[src/rtl/msi_pkg.sv]
package msi_pkg;
  localparam int TAG_W = 16;
  localparam int SRV_W = 14;
  localparam int PRIO_W = 8;
  localparam int GEN_W = 2;
  localparam int ALIGN_B = 7;
  localparam logic [PRIO_W-1:0] PRIO_MASKED = 8'hFF;
  localparam int OFF_PMARK = 4;
  localparam int OFF_QMARK = 5;

  // big-endian descriptor, byte 0 in bits 63:56
  typedef struct packed {
    logic [15:0]       srv_raw;
    logic [TAG_W-1:0]  owner;
    logic [4:0]        rsv4;
    logic [GEN_W-1:0]  gen;
    logic              p;
    logic [6:0]        rsv5;
    logic              q;
    logic [PRIO_W-1:0] prio;
    logic [7:0]        rsv7;
  } ent_t;

  typedef enum logic [2:0] {
    ST_IDLE, ST_CHK, ST_RD, ST_EVAL, ST_WP, ST_WQ
  } st_e;

  typedef enum logic [1:0] {
    ACT_DROP, ACT_SETQ, ACT_SETP
  } act_e;
endpackage

[src/rtl/msi_src_decode.sv]
module msi_src_decode #(
  parameter int ADDR_W = 32,
  parameter int SRC_W  = 16
) (
  input  logic              is_msg_i,
  input  logic [ADDR_W-1:0] msg_addr_i,
  input  logic [15:0]       msg_data_i,
  input  logic [SRC_W-1:0]  dir_src_i,
  input  logic [SRC_W:0]    src_count_i,
  output logic [SRC_W-1:0]  src_o,
  output logic              cnt_ok_o
);
  localparam int MSG_SRC_W = 16;

  logic [MSG_SRC_W-1:0] msg_src;
  logic [MSG_SRC_W:0]   msg_src_x;
  logic                 unused_ok;

  assign msg_src   = msg_addr_i[19:4] | {11'd0, msg_data_i[4:0]};
  assign msg_src_x = {1'b0, msg_src};
  assign unused_ok = ^{msg_addr_i[ADDR_W-1:20], msg_addr_i[3:0], msg_data_i[15:5]};

  always_comb begin
    if (is_msg_i) begin
      src_o    = SRC_W'(msg_src);
      cnt_ok_o = (MSG_SRC_W+1 > SRC_W+1) ? (msg_src_x < (MSG_SRC_W+1)'(src_count_i))
                                         : ((SRC_W+1)'(msg_src_x) < src_count_i);
    end else begin
      src_o    = dir_src_i;
      cnt_ok_o = 1'b1;
    end
  end
endmodule

[src/rtl/msi_ent_addr.sv]
module msi_ent_addr
  import msi_pkg::*;
#(
  parameter int ADDR_W = 32,
  parameter int SRC_W  = 16
) (
  input  logic [SRC_W-1:0]  src_i,
  input  logic              tbl_en_i,
  input  logic [SRC_W:0]    tbl_len_i,
  input  logic [ADDR_W-1:0] tbl_base_i,
  input  logic              big_ent_i,
  output logic              tbl_ok_o,
  output logic [ADDR_W-1:0] ent_addr_o
);
  localparam int SH_BIG   = 7;
  localparam int SH_SMALL = 4;

  logic [ADDR_W-1:0] base_al;
  logic [ADDR_W-1:0] src_x;
  logic [ADDR_W-1:0] stride_off;
  logic              unused_ok;

  assign base_al   = {tbl_base_i[ADDR_W-1:ALIGN_B], {ALIGN_B{1'b0}}};
  assign unused_ok = ^tbl_base_i[ALIGN_B-1:0];

  generate
    if (ADDR_W >= SRC_W) begin : g_zext
      assign src_x = ADDR_W'(src_i);
    end else begin : g_trunc
      assign src_x = src_i[ADDR_W-1:0];
    end
  endgenerate

  assign stride_off = big_ent_i ? (src_x << SH_BIG) : (src_x << SH_SMALL);
  assign tbl_ok_o   = tbl_en_i && ({1'b0, src_i} < tbl_len_i);
  assign ent_addr_o = base_al + stride_off;
endmodule

[src/rtl/msi_pq_eval.sv]
module msi_pq_eval
  import msi_pkg::*;
(
  input  ent_t               ent_i,
  input  logic               force_i,
  input  logic               tag_vld_i,
  input  logic [TAG_W-1:0]   tag_i,
  output act_e               act_o,
  output logic [7:0]         pmark_o,
  output logic [SRV_W-1:0]   server_o,
  output logic [PRIO_W-1:0]  prio_o
);
  logic [1:0] pq;
  logic       unused_ok;

  assign pq        = force_i ? 2'b00 : {ent_i.p, ent_i.q};
  assign pmark_o   = {5'd0, ent_i.gen, 1'b1};
  assign server_o  = ent_i.srv_raw[15:2];  // low two bits are a link pointer
  assign prio_o    = ent_i.prio;
  assign unused_ok = ^{ent_i.rsv4, ent_i.rsv5, ent_i.rsv7, ent_i.srv_raw[1:0]};

  always_comb begin
    act_o = ACT_DROP;
    if (!(tag_vld_i && (tag_i != ent_i.owner))) begin
      unique case (pq)
        2'b00:   act_o = (ent_i.prio == PRIO_MASKED) ? ACT_SETQ : ACT_SETP;
        2'b10:   act_o = ACT_SETQ;
        default: act_o = ACT_DROP;
      endcase
    end
  end
endmodule

[src/rtl/msi_pq_engine.sv]
module msi_pq_engine
  import msi_pkg::*;
#(
  parameter int ADDR_W = 32,
  parameter int SRC_W  = 16
) (
  input  logic                   clk_i,
  input  logic                   rst_ni,
  input  logic                   trig_vld_i,
  input  logic                   trig_msg_i,
  input  logic [ADDR_W-1:0]      msg_addr_i,
  input  logic [15:0]            msg_data_i,
  input  logic [SRC_W-1:0]       trig_src_i,
  input  logic                   trig_force_i,
  input  logic                   tag_vld_i,
  input  logic [TAG_W-1:0]       tag_i,
  output logic                   busy_o,
  input  logic [SRC_W:0]         src_count_i,
  input  logic                   tbl_en_i,
  input  logic [SRC_W:0]         tbl_len_i,
  input  logic [ADDR_W-1:0]      tbl_base_i,
  input  logic                   big_ent_i,
  output logic                   mem_req_o,
  output logic                   mem_we_o,
  output logic [ADDR_W-1:0]      mem_addr_o,
  output logic [7:0]             mem_wdata_o,
  input  logic                   mem_rvalid_i,
  input  logic [63:0]            mem_rdata_i,
  input  logic                   mem_err_i,
  output logic                   irq_vld_o,
  output logic [SRV_W-1:0]       irq_server_o,
  output logic [SRC_W-1:0]       irq_src_o,
  output logic [PRIO_W-1:0]      irq_prio_o,
  output logic                   err_o
);
  st_e                st_q;
  logic [SRC_W-1:0]   src_q;
  logic               cnt_ok_q;
  logic               force_q;
  logic               tag_vld_q;
  logic [TAG_W-1:0]   tag_q;
  ent_t               ent_q;

  logic [SRC_W-1:0]   dec_src;
  logic               dec_cnt_ok;
  logic               tbl_ok;
  logic [ADDR_W-1:0]  ent_addr;
  act_e               act;
  logic [7:0]         pmark;
  logic [SRV_W-1:0]   ev_server;
  logic [PRIO_W-1:0]  ev_prio;

  msi_src_decode #(.ADDR_W(ADDR_W), .SRC_W(SRC_W)) u_dec (
    .is_msg_i    (trig_msg_i),
    .msg_addr_i  (msg_addr_i),
    .msg_data_i  (msg_data_i),
    .dir_src_i   (trig_src_i),
    .src_count_i (src_count_i),
    .src_o       (dec_src),
    .cnt_ok_o    (dec_cnt_ok)
  );

  msi_ent_addr #(.ADDR_W(ADDR_W), .SRC_W(SRC_W)) u_addr (
    .src_i      (src_q),
    .tbl_en_i   (tbl_en_i),
    .tbl_len_i  (tbl_len_i),
    .tbl_base_i (tbl_base_i),
    .big_ent_i  (big_ent_i),
    .tbl_ok_o   (tbl_ok),
    .ent_addr_o (ent_addr)
  );

  msi_pq_eval u_eval (
    .ent_i     (ent_q),
    .force_i   (force_q),
    .tag_vld_i (tag_vld_q),
    .tag_i     (tag_q),
    .act_o     (act),
    .pmark_o   (pmark),
    .server_o  (ev_server),
    .prio_o    (ev_prio)
  );

  assign busy_o    = (st_q != ST_IDLE);
  assign mem_req_o = (st_q == ST_RD) || (st_q == ST_WP) || (st_q == ST_WQ);
  assign mem_we_o  = (st_q == ST_WP) || (st_q == ST_WQ);

  always_comb begin
    unique case (st_q)
      ST_WP:   begin mem_addr_o = ent_addr + ADDR_W'(OFF_PMARK); mem_wdata_o = pmark; end
      ST_WQ:   begin mem_addr_o = ent_addr + ADDR_W'(OFF_QMARK); mem_wdata_o = 8'h01; end
      default: begin mem_addr_o = ent_addr;                      mem_wdata_o = 8'h00; end
    endcase
  end

  always_ff @(posedge clk_i or negedge rst_ni) begin
    if (!rst_ni) begin
      st_q         <= ST_IDLE;
      src_q        <= '0;
      cnt_ok_q     <= 1'b0;
      force_q      <= 1'b0;
      tag_vld_q    <= 1'b0;
      tag_q        <= '0;
      ent_q        <= '0;
      irq_vld_o    <= 1'b0;
      irq_server_o <= '0;
      irq_src_o    <= '0;
      irq_prio_o   <= '0;
      err_o        <= 1'b0;
    end else begin
      irq_vld_o <= 1'b0;
      err_o     <= 1'b0;
      unique case (st_q)
        ST_IDLE: if (trig_vld_i) begin
          src_q     <= dec_src;
          cnt_ok_q  <= dec_cnt_ok;
          force_q   <= !trig_msg_i && trig_force_i;
          tag_vld_q <= trig_msg_i && tag_vld_i;
          tag_q     <= tag_i;
          st_q      <= ST_CHK;
        end
        ST_CHK: st_q <= (cnt_ok_q && tbl_ok) ? ST_RD : ST_IDLE;
        ST_RD: if (mem_rvalid_i) begin
          if (mem_err_i) begin
            err_o <= 1'b1;
            st_q  <= ST_IDLE;
          end else begin
            ent_q <= ent_t'(mem_rdata_i);
            st_q  <= ST_EVAL;
          end
        end
        ST_EVAL: begin
          unique case (act)
            ACT_SETP: st_q <= ST_WP;
            ACT_SETQ: st_q <= ST_WQ;
            default:  st_q <= ST_IDLE;
          endcase
        end
        ST_WP: if (mem_rvalid_i) begin
          st_q <= ST_IDLE;
          if (mem_err_i) begin
            err_o <= 1'b1;
          end else begin
            irq_vld_o    <= 1'b1;
            irq_server_o <= ev_server;
            irq_src_o    <= src_q;
            irq_prio_o   <= ev_prio;
          end
        end
        ST_WQ: if (mem_rvalid_i) begin
          st_q  <= ST_IDLE;
          err_o <= mem_err_i;
        end
        default: st_q <= ST_IDLE;
      endcase
    end
  end

  AST_ACCEPT_BUSY: assert property (@(posedge clk_i) disable iff (!rst_ni)
    trig_vld_i && !busy_o |=> busy_o);
  AST_IDLE_QUIET: assert property (@(posedge clk_i) disable iff (!rst_ni)
    !busy_o |-> !mem_req_o);
  AST_REQ_HELD: assert property (@(posedge clk_i) disable iff (!rst_ni)
    mem_req_o && !mem_rvalid_i |=> mem_req_o && $stable(mem_addr_o) && $stable(mem_we_o));
  AST_MARK_OFFSET: assert property (@(posedge clk_i) disable iff (!rst_ni)
    mem_req_o && mem_we_o |-> (mem_addr_o[3:0] == 4'd4) || (mem_addr_o[3:0] == 4'd5));
  AST_IRQ_PULSE: assert property (@(posedge clk_i) disable iff (!rst_ni)
    irq_vld_o |=> !irq_vld_o);
  AST_MASKED_SILENT: assert property (@(posedge clk_i) disable iff (!rst_ni)
    irq_vld_o |-> irq_prio_o != PRIO_MASKED);
  AST_ERR_NO_IRQ: assert property (@(posedge clk_i) disable iff (!rst_ni)
    err_o |-> !irq_vld_o && !busy_o);
endmodule

[config.mk]
export PLATFORM = sky130hd
export DESIGN_NAME = msi_pq_engine
export DESIGN_NICKNAME = d
export VERILOG_FILES = /design/src/rtl/msi_pkg.sv /design/src/rtl/msi_src_decode.sv /design/src/rtl/msi_ent_addr.sv /design/src/rtl/msi_pq_eval.sv /design/src/rtl/msi_pq_engine.sv
export SDC_FILE = /design/constraint.sdc
export NUM_CORES = 1
export LEC_CHECK = 0
export BUFFER_PORTS_ARGS = -buffer_cell sky130_fd_sc_hd__buf_2
export CAP_MARGIN = 20
export CORE_MARGIN = 5
export CORE_UTILIZATION = 45
export DETAILED_ROUTE_END_ITERATION = 6
export PLACE_DENSITY = 0.72
export RECOVER_POWER = 50
export SLEW_MARGIN = 40
export SYNTH_ARGS = -nofsm -noshare
export SYNTH_HDL_FRONTEND = slang
export SYNTH_HIERARCHICAL = 1
export SYNTH_SLANG_ARGS = --single-unit
[constraint.sdc]
create_clock -name clk_i -period 9.6 [get_ports clk_i]
set_input_delay 1.92 -clock clk_i [delete_from_list [all_inputs] [get_ports clk_i]]
set_output_delay 1.92 -clock clk_i [all_outputs]
set_load 0.1 [all_outputs]
After elaboration in Yosys (flattened, before gate mapping)
Index checks and enable logic that the tools add are counted.
- bits in registers: 122
- input bits: 220
- output and inout port bits: 83
- word-level logic and storage cells: 78
- $add $sub $neg: 3
- bitwise gates (word level): 2
- reductions and logical operators: 18
- equal/unequal tests: 13
- $lt $le $gt $ge: 2
- muxes and demuxes: 23
- operators by type and width (operator ; number):
    $add A32 B3 Y32 const B ; 2
    $pmux W32 S2 ; 1
    $lt A16 B17 Y1 ; 2
    $add A32 B23 Y32 ; 1
    $mux W23 ; 1
    $mux W16 ; 1
    $ne A16 B16 Y1 ; 1
    $or A16 B5 Y16 ; 1
    $pmux W3 S5 ; 1
    $pmux W3 S2 ; 2
    $mux W2 ; 5
    $mux W3 ; 3
    $reduce_and A3 Y1 ; 3
    $eq A8 B8 Y1 const B ; 1
    $mux W1 ; 7
    $eq A3 B2 Y1 const B ; 2
    $eq A3 B3 Y1 const B ; 2
    $logic_and A1 B1 Y1 ; 5
    $eq A2 B2 Y1 const B ; 2
    $ne A2 B2 Y1 const B ; 2
    $pmux W2 S2 ; 1
    $reduce_or A2 Y1 ; 2
    $eq A3 B1 Y1 const B ; 1
    $logic_not A3 Y1 ; 1
    other kinds (9) ; 11

Depth between registers and ports, before layout
Gate-level depths: netlist of run 1.
- depth after elaboration: 7
- depth in mapped cells: 15
- depth with buffers taken out: 12

Cells and area by module
Netlist of run 1, hierarchy kept.
- by module, submodules not included (module ; area an instance (um^2) ; cells an instance ; sequential area each (um^2) ; times used):
    msi_pq_engine ; 6238.5 ; 448 ; 3553.4 ; 1
    msi_ent_addr ; 1941.9 ; 267 ; 0.0 ; 1
    msi_src_decode ; 596.8 ; 75 ; 0.0 ; 1
    msi_pq_eval ; 464.2 ; 62 ; 0.0 ; 1

Worst setup path before layout of run 1
Ideal clock, no wire load.
- path kind: input port to output port
- start point: input big_ent_i
- end point: output mem_addr_o[24]
- stages: 14
- data arrival time: 7154 ps
- data required time: 7680 ps
- slack: 526 ps
- cells stage by stage: clkbuf_1 clkbuf_1 mux2_2 ha_1 fa_1 a211oi_1 nor3b_2 o311ai_1 a211oi_1 xor2_1 nand3_1 nor2_1 o2111a_1 o21ai_0
- word-level cells in the longest chain between the ends: 4
- elaborated cells between the ends (all ways): 5
- those cells by class: add/sub (3); mux (2)
- RTL lines (element ; RTL line ; source):
    start, declared ; msi_pq_engine.sv:22 ; input logic big_ent_i,
    $mux W23 (*) ; msi_ent_addr.sv:34 ; assign stride_off = big_ent_i ? (src_x << SH_BIG) : (src_x << SH_SMALL);
    $add A32 B23 Y32 (*) ; msi_ent_addr.sv:36 ; assign ent_addr_o = base_al + stride_off;
    named net ent_addr[21] ; msi_pq_engine.sv:47 ; logic [ADDR_W-1:0] ent_addr;
    $add A32 B3 Y32, on equally long branches ; msi_pq_engine.sv:91, msi_pq_engine.sv:90 ;
    $pmux W32 S2 (*) ; msi_pq_engine.sv:89 ; unique case (st_q)
    end, declared ; msi_pq_engine.sv:25 ; output logic [ADDR_W-1:0] mem_addr_o,
The timed path passes the listed nets; every way through them passes the cells marked *.

Final worst setup path of run 1
Ends and elaborated chain as after synthesis.

==> results of run 1 <==
[cell type report]
class | instances | area, um^2 | share of cell area
diodes | 1 | 2.50 | 0.000248
clock buffers | 18 | 439 | 0.0435
clock inverters | 14 | 140 | 0.0139
inverters | 46 | 173 | 0.0171
multi-input cells | 582 | 4840 | 0.480
flip-flops and latches | 120 | 3000 | 0.298
well taps | 234 | 293 | 0.0290
repair buffers | 241 | 1200 | 0.119
[layer usage]
metal	vias to the layer above	part of all wire	track usage
li1	3299	-	-
met1	3235	0.41	0.252
met2	237	0.50	0.364
met3	31	0.070	0.0568
met4	2	0.021	0.0638
met5	-	0.00048	0
[how the worst max path moves through the flow]
| stage | to | from | cells after the start |
|---|---|---|---|
| final | mem_addr_o[24] | big_ent_i | 14 |
| after global routing | mem_addr_o[24] | big_ent_i | 14 |
| after CTS | mem_addr_o[24] | big_ent_i | 14 |
| after detailed placement | mem_addr_o[24] | big_ent_i | 14 |
| after global placement | mem_addr_o[24] | big_ent_i | 14 |
| after floorplan | mem_addr_o[24] | big_ent_i | 14 |
[placed cells by master (no fill, tap or decap), types with 17 or more instances in the layout]
cell	count
nor3_1	20
nor2_1	24
ha_1	50
nand4_1	24
dfrtp_1	120
clkbuf_16	17
a21oi_1	37
inv_1	46
nand2_1	27
buf_2	236
xnor2_1	46
o21ai_0	21
mux2_2	142
[flip-flops by register name, summed over array words and instances (netlist names), 3 cells and up]
| name | cells |
|---|---|
| irq_server_o | 14 |
| src_q | 16 |
| tag_q | 16 |
| irq_prio_o | 8 |
| ent_q | 42 |
| st_q | 3 |
| irq_src_o | 16 |
[per-stage QoR]
| stage | cells | hold slack [ps] |
|---|---|---|
| 2_1_floorplan | 815 | 479 |
| 3_3_place_gp | 1222 | 481 |
| 3_5_place_dp | 1222 | 487 |
| 4_1_cts | 1254 | 500 |
| 5_1_grt | 1255 | 512 |
| 6_report | 1256 | 497 |
==> impl_metrics.py, run 1 <==
metrics = {
    "run_status": {
        "outcome": "complete, but fails checks",
        "failed_checks": "capacitance limit, slew limit",
    },
    "critical_path": {
        "end_kind": "primary output",
        "path_class": "input port to primary output",
        "cp.required_ps": 7680,
        "r2r-end": "irq_server_o[2]$_DFFE_PN0P_",
        "reg2reg_setup_slack_ps": 6140,
        "max_stage_delay_ps": 480,
        "cp-start-kind": "input port",
        "path_buf_inv": 2,
        "cp_max_fo": 19,
        "arrival_ps": 6230,
        "cp_top_family": "compound AO/OA/AOI/OAI gates",
        "r2r_start": "st_q[1]$_DFFE_PN0P_",
        "crit_path_top_delay_cell": "o31ai_1",
        "rr_worst_depth": 4,
        "worstPathCellList": "buf_2, mux2_2, ha_1, fa_1, a211oi_1, nor3b_2, o31ai_1, nand3_1, xor2_1, nand3_1, nor2_1, o2111a_1, o21ai_0, buf_2",
    },
    "place": {
        "preCtsSetupSlack_ps": 1550,
        "dpl_cell_area_um2": 9540,
        "hpwl_um": 17900,
        "port_buffers": 239,
        "place.gp.congestion": 0.888,
    },
    "drt": {
        "post_drt_wl_per_cell_um": 18.1,
        "wl_um": 22700,
        "vias": 6804,
        "drc_errors": 0,
        "via_per_inst": 5.42,
        "ant_nets": 0,
        "dr.pass1.iters": 5,
        "drt_iter0_drc": 271,
    },
    "floorplan": {
        "initial_core_util": 0.454,
        "die_area_um2": 21600,
        "die_y_um": 147,
        "die_w_um": 147,
        "coreArea_um2": 18600,
        "num_rows": 50,
        "io_pins": 303,
    },
    "worst_hold_path": {
        "min_from": "irq_src_o[3]$_DFFE_PN0P_",
        "hp-class": "register to register",
        "min_to": "irq_src_o[3]$_DFFE_PN0P_",
        "min_path_cells": 1,
    },
    "clock_tree": {
        "cts_made_buffers": 17,
        "hold_buffers": 0,
        "clock-sinks": 120,
        "cts_tree": "done",
        "clock_latency_ps": 400,
        "cts_setup_buffers": 0,
        "htreeDepth": 4,
        "cts_root_buffer": "clkbuf_16",
        "cts.clk_slew.worst_paths_ps": 60,
        "cts_buffer_depth": 2,
        "ctsResizeCount": 0,
    },
    "grt": {
        "grt_pass1_vias": 7051,
        "grt_max_degree": 84,
        "grt.total_usage": 0.209,
        "grt_overflow": 0,
        "grt_pass1_wl_um": 36400,
        "antenna_found_initial": 1,
    },
    "finish": {
        "syn2layout_area_growth_pct": 19.5,
        "design_area_um2": 10100,
        "finalNetCount": 1279,
        "fill_cells": 1643,
        "finish.utilization": 0.543,
        "drive_above_1_share": 0.426,
    },
    "timing": {
        "hold_violations": 0,
        "clock_skew_ps": 8.56,
        "post-route-period-util": 0.849,
        "setup_slack_ps": 1450,
        "max_freq_ghz": 0.123,
        "fin_crit_ps": 8150,
        "slew_viol_final": 180,
        "worst_slew_pin_slew_ps": 3150,
        "finalSetupViolCount": 0,
        "slew_headroom": -1.10,
        "fin_tns_setup_ps": 0,
        "grt_setup_unrepaired": "no",
    },
    "yosys": {
        "synth_warnings": 6,
        "synth_area_um2": 8440,
        "synth.avg_cell_area_um2": 10.4,
        "syn_inst": 808,
    },
    "run": {
        "maxCapViolations": 4,
    },
}
Power of run 1 is left out: the tool's default activity adds up to more than one toggle a clock period on the data nets, which glitch-free logic cannot reach.
==> inputs of run 2 (changes only) <==
==> constraint.sdc (replaced) <==
create_clock -name clk_i -period 7.76 [get_ports clk_i]
set_input_delay 1.552 -clock clk_i [delete_from_list [all_inputs] [get_ports clk_i]]
set_output_delay 1.552 -clock clk_i [all_outputs]
set_load 0.1 [all_outputs]
==> run 2 against run 1 <==
  * The flow still finishes with violations (capacitance limit, slew limit)
  * Count of clock-buffer cells in the layout is 2 higher
  * Global-route usage is 0.22 points lower
  * Largest cell class unchanged
  * Via count is 0.56% lower
==> impl_metrics.py, run 2 (synthesized netlist as in run 1, its figures left out) <==
metrics = {
    "critical_path": {
        "worstSetupStartpoint": "big_ent_i",
        "max_stage_delay_ps": 470,
        "r2r_start": "st_q[1]$_DFFE_PN0P_",
        "cp_max_fo": 19,
        "cp-start-kind": "input port",
        "end_kind": "primary output",
        "path_buf_inv": 2,
        "r2r-end": "irq_src_o[8]$_DFFE_PN0P_",
        "worstPathCellList": "buf_2, mux2_2, ha_1, fa_1, a211oi_1, nor3b_2, o31ai_1, nand3_1, xor2_1, nand3_1, nor2_1, o2111a_1, o21ai_1, buf_2",
        "crit_path_top_delay_cell": "o31ai_1",
        "cp_top_family": "compound AO/OA/AOI/OAI gates",
        "rr_worst_depth": 4,
        "cp.required_ps": 6210,
        "arrival_ps": 5780,
        "path_class": "input port to primary output",
        "reg2reg_setup_slack_ps": 4330,
    },
    "finish": {
        "largest_reg_flops": 42,
        "multi_input_area_um2": 4840,
        "seqCellArea_um2": 3000,
        "finalNetCount": 1279,
        "layout_commonest_cell": "buf_2",
        "stdcell_count": 1256,
        "syn2layout_area_growth_pct": 20.1,
        "drive_above_1_share": 0.425,
        "top_register": "ent_q",
        "layout_common_cells": "236 x buf_2, 142 x mux2_2, 120 x dfrtp_1, 50 x ha_1",
        "fill_cells": 1626,
    },
    "run": {
        "maxCapViolations": 4,
    },
    "floorplan": {
        "die_w_um": 147,
        "io_pins": 303,
        "initial_core_util": 0.454,
        "num_rows": 50,
        "die_y_um": 147,
        "die_area_um2": 21600,
        "coreArea_um2": 18600,
    },
    "timing": {
        "finalSetupViolCount": 0,
        "hold_violations": 0,
        "grt_setup_unrepaired": "no",
        "fin_tns_setup_ps": 0,
        "slew_headroom": -1.03,
        "clock_skew_ps": 10.4,
        "fin_crit_ps": 7330,
        "worst_slew_pin_slew_ps": 3050,
        "max_freq_ghz": 0.136,
        "post-route-period-util": 0.944,
        "slew_viol_final": 202,
    },
    "worst_hold_path": {
        "hp-class": "register to register",
        "min_to": "irq_prio_o[0]$_DFFE_PN0P_",
        "min_from": "irq_prio_o[0]$_DFFE_PN0P_",
        "min_path_cells": 1,
    },
    "drt": {
        "dr.pass1.iters": 4,
        "drc_errors": 0,
        "via_per_inst": 5.39,
        "post_drt_wl_per_cell_um": 17.9,
        "drt_iter0_drc": 323,
        "ant_nets": 0,
        "wl_um": 22500,
        "vias": 6766,
    },
    "run_status": {
        "outcome": "complete, but fails checks",
        "failed_checks": "capacitance limit, slew limit",
    },
    "grt": {
        "grt_overflow": 0,
        "grt_pass1_vias": 6992,
        "grt_pass1_wl_um": 36000,
        "grt_max_degree": 72,
        "grt.total_usage": 0.207,
        "antenna_found_initial": 5,
    },
    "clock_tree": {
        "cts.clk_slew.worst_paths_ps": 60,
        "clock-sinks": 120,
        "hold_buffers": 0,
        "cts_root_buffer": "clkbuf_16",
        "htreeDepth": 4,
        "clock_latency_ps": 410,
        "cts_buffer_depth": 2,
        "cts_made_buffers": 17,
        "cts_setup_buffers": 0,
        "ctsResizeCount": 0,
        "cts_tree": "done",
    },
    "place": {
        "placedCellCount": 1223,
        "place.gp.congestion": 0.896,
        "hpwl_um": 17800,
        "port_buffers": 239,
    },
}
==> run 2: cell types whose count changed in the layout (fill, tap and decap cells not counted), moves of 2 or more <==
cell        delta
clkinv_4       -2
inv_6          -2
bufinv_16      +2
clkinvlp_4     +2
==> run 2: cell type report <==
class,instances,area share
antenna,1,0.000247
clock buffer,20,0.0450
clock inverter,12,0.0162
inverter,46,0.0170
multi-input combinational,582,0.477
sequential,120,0.296
tap,234,0.0289
timing repair buffer,241,0.119
==> run 2: worst max-delay path by stage <==
stage / cells past startpoint / endpoint
floorplan: 14 / mem_addr_o[24]
global placement: 14 / mem_addr_o[24]
detailed placement: 14 / mem_addr_o[24]
CTS: 14 / mem_addr_o[24]
global route: 14 / mem_addr_o[24]
finish: 14 / mem_addr_o[24]
==> run 2: through the flow <==
| stage | worst slack [ps] | utilization | hold slack [ps] | cell area [um^2] |
|---|---|---|---|---|
| floorplan | 177 | - | 479 | 8470 |
| global placement | 608 | 0.513 | 482 | 9530 |
| detailed placement | 484 | 0.514 | 489 | 9550 |
| CTS | 487 | 0.547 | 500 | 10200 |
| global route | 201 | 0.546 | 508 | 10100 |
| finish | 431 | 0.546 | 500 | 10100 |
==> run 2: layer usage <==
metal | routed length [um] | GRT usage | part of all wire | vias up
met3 | 1680 | 0.0617 | 0.075 | 28
met5 | 55 | 0 | 0.0024 | -
li1 | - | - | - | 3301
met2 | 11200 | 0.360 | 0.50 | 218
met1 | 9250 | 0.251 | 0.41 | 3211
met4 | 312 | 0.0517 | 0.014 | 8
Power of run 2 is left out for the same reason.
==> inputs of run 3 (changes only) <==
==> constraint.sdc (replaced) <==
create_clock -name clk_i -period 7.76 [get_ports clk_i]
set_input_delay 0.776 -clock clk_i [delete_from_list [all_inputs] [get_ports clk_i]]
set_output_delay 0.776 -clock clk_i [all_outputs]
set_load 0.1 [all_outputs]
==> run 3 against run 2 <==
  * The flow still finishes with violations (capacitance limit, slew limit)
  * Routed wire length fell by 1.1%
  * Die area unchanged
  * Via count fell by 0.59%
  * Design area down 0.78%
  * Clock skew decreased by 1.1 ps
  * Non-clock buffer count shrank 1
  * Core utilization decreased by 0.42 points
  * First-iteration DRC count fell by 9.6%
  * Register-to-register slack barely moved
==> impl_metrics.py, run 3 (synthesized netlist as in run 1, its figures left out) <==
metrics = {
    "drt": {
        "drc_errors": 0,
        "ant_nets": 0,
        "drt_iter0_drc": 292,
        "via_per_inst": 5.36,
        "wl_um": 22200,
        "dr.pass1.iters": 5,
        "vias": 6726,
        "post_drt_wl_per_cell_um": 17.7,
    },
    "timing": {
        "clock_skew_ps": 9.27,
        "max_freq_ghz": 0.173,
        "fin_tns_setup_ps": 0,
        "grt_setup_unrepaired": "no",
        "hold_ws_ps": 503,
        "setup_slack_ps": 1980,
        "fin_crit_ps": 5780,
        "worst_slew_pin_slew_ps": 3010,
        "post-route-period-util": 0.745,
        "hold_violations": 0,
        "finalSetupViolCount": 0,
        "slew_viol_final": 80,
        "slew_headroom": -1.03,
    },
    "critical_path": {
        "cp.required_ps": 6980,
        "path_class": "input port to primary output",
        "arrival_ps": 5000,
        "end_kind": "primary output",
        "cp-start-kind": "input port",
        "cp_max_fo": 19,
    },
    "finish": {
        "drive_above_1_share": 0.393,
        "stdcell_count": 1254,
        "syn2layout_area_growth_pct": 19.2,
        "diodes": 0,
        "layout_common_cells": "203 x buf_2, 142 x mux2_2, 120 x dfrtp_1, 50 x ha_1",
        "top_register": "ent_q",
        "largest_reg_flops": 42,
        "finalNetCount": 1278,
        "fill_cells": 1662,
        "layout_commonest_cell": "buf_2",
    },
    "clock_tree": {
        "ctsResizeCount": 0,
        "cts_made_buffers": 17,
        "cts.clk_slew.worst_paths_ps": 60,
        "hold_buffers": 0,
        "cts_setup_buffers": 0,
        "cts_buffer_depth": 2,
        "cts_tree": "done",
        "clock-sinks": 120,
        "htreeDepth": 4,
        "clock_latency_ps": 400,
        "cts_root_buffer": "clkbuf_16",
    },
    "grt": {
        "antenna_found_initial": 1,
        "grt_pass1_vias": 7030,
        "grt_overflow": 0,
        "grt_pass1_wl_um": 36600,
        "grt_max_degree": 82,
        "grt.total_usage": 0.209,
    },
    "floorplan": {
        "die_area_um2": 21600,
        "initial_core_util": 0.454,
        "num_rows": 50,
        "io_pins": 303,
        "die_y_um": 147,
        "die_w_um": 147,
        "coreArea_um2": 18600,
    },
    "place": {
        "preCtsSetupSlack_ps": 2070,
        "place.gp.congestion": 0.902,
        "port_buffers": 239,
        "hpwl_um": 17600,
        "placedCellCount": 1222,
    },
    "worst_hold_path": {
        "hp-class": "register to register",
    },
    "run_status": {
        "failed_checks": "capacitance limit, slew limit",
        "outcome": "complete, but fails checks",
    },
    "run": {
        "maxCapViolations": 2,
    },
}
[run 3: per-stage QoR]
step	area [um^2]	utilization
final	10100	0.542
after CTS	10100	0.545
after floorplan	8470	-
after global placement	9520	0.512
after detailed placement	9540	0.513
after global routing	10100	0.542
[run 3: metal layers]
metal / vias up / GRT usage / part of all wire
met4: 2 / 0.0676 / 0.022
met5: - / 0 / 0.00058
met2: 218 / 0.354 / 0.49
met1: 3184 / 0.266 / 0.42
li1: 3294 / - / -
met3: 28 / 0.0463 / 0.063
[run 3: critical path: stages]
cell and delay (ps):
buf_2 290, mux2_2 380, ha_1 220, fa_1 430, a211oi_1 370, nor3b_2 130, o31ai_1 470, nand3_1 170
xor2_1 420, nand3_1 180, nor2_1 490, o2111a_1 270, o21ai_0 80, buf_2 320
[run 3: final cells by class]
cell class | instances | area [um^2] | area share
clock inverter | 12 | 141 | 0.0141
sequential | 120 | 3000 | 0.298
timing repair buffer | 240 | 1160 | 0.116
inverter | 46 | 173 | 0.0172
tap | 234 | 293 | 0.0291
multi-input combinational | 582 | 4850 | 0.482
clock buffer | 20 | 437 | 0.0434
[run 3: path summary, 6_finish.rpt]
path	from	to	slack (ps)	cells past startpoint
min	ent_q[26]$_DFFE_PN0P_	ent_q[26]$_DFFE_PN0P_	500	1
min in group asynchronous	rst_ni	ent_q[26]$_DFFE_PN0P_	1000	1
min reg2reg	ent_q[26]$_DFFE_PN0P_	ent_q[26]$_DFFE_PN0P_	500	1
max in group asynchronous	rst_ni	irq_src_o[4]$_DFFE_PN0P_	5150	2
max	big_ent_i	mem_addr_o[24]	1980	14
max reg2reg	st_q[0]$_DFFE_PN0P_	src_q[14]$_DFFE_PN0P_	4320	3
Power of run 3 is left out for the same reason.
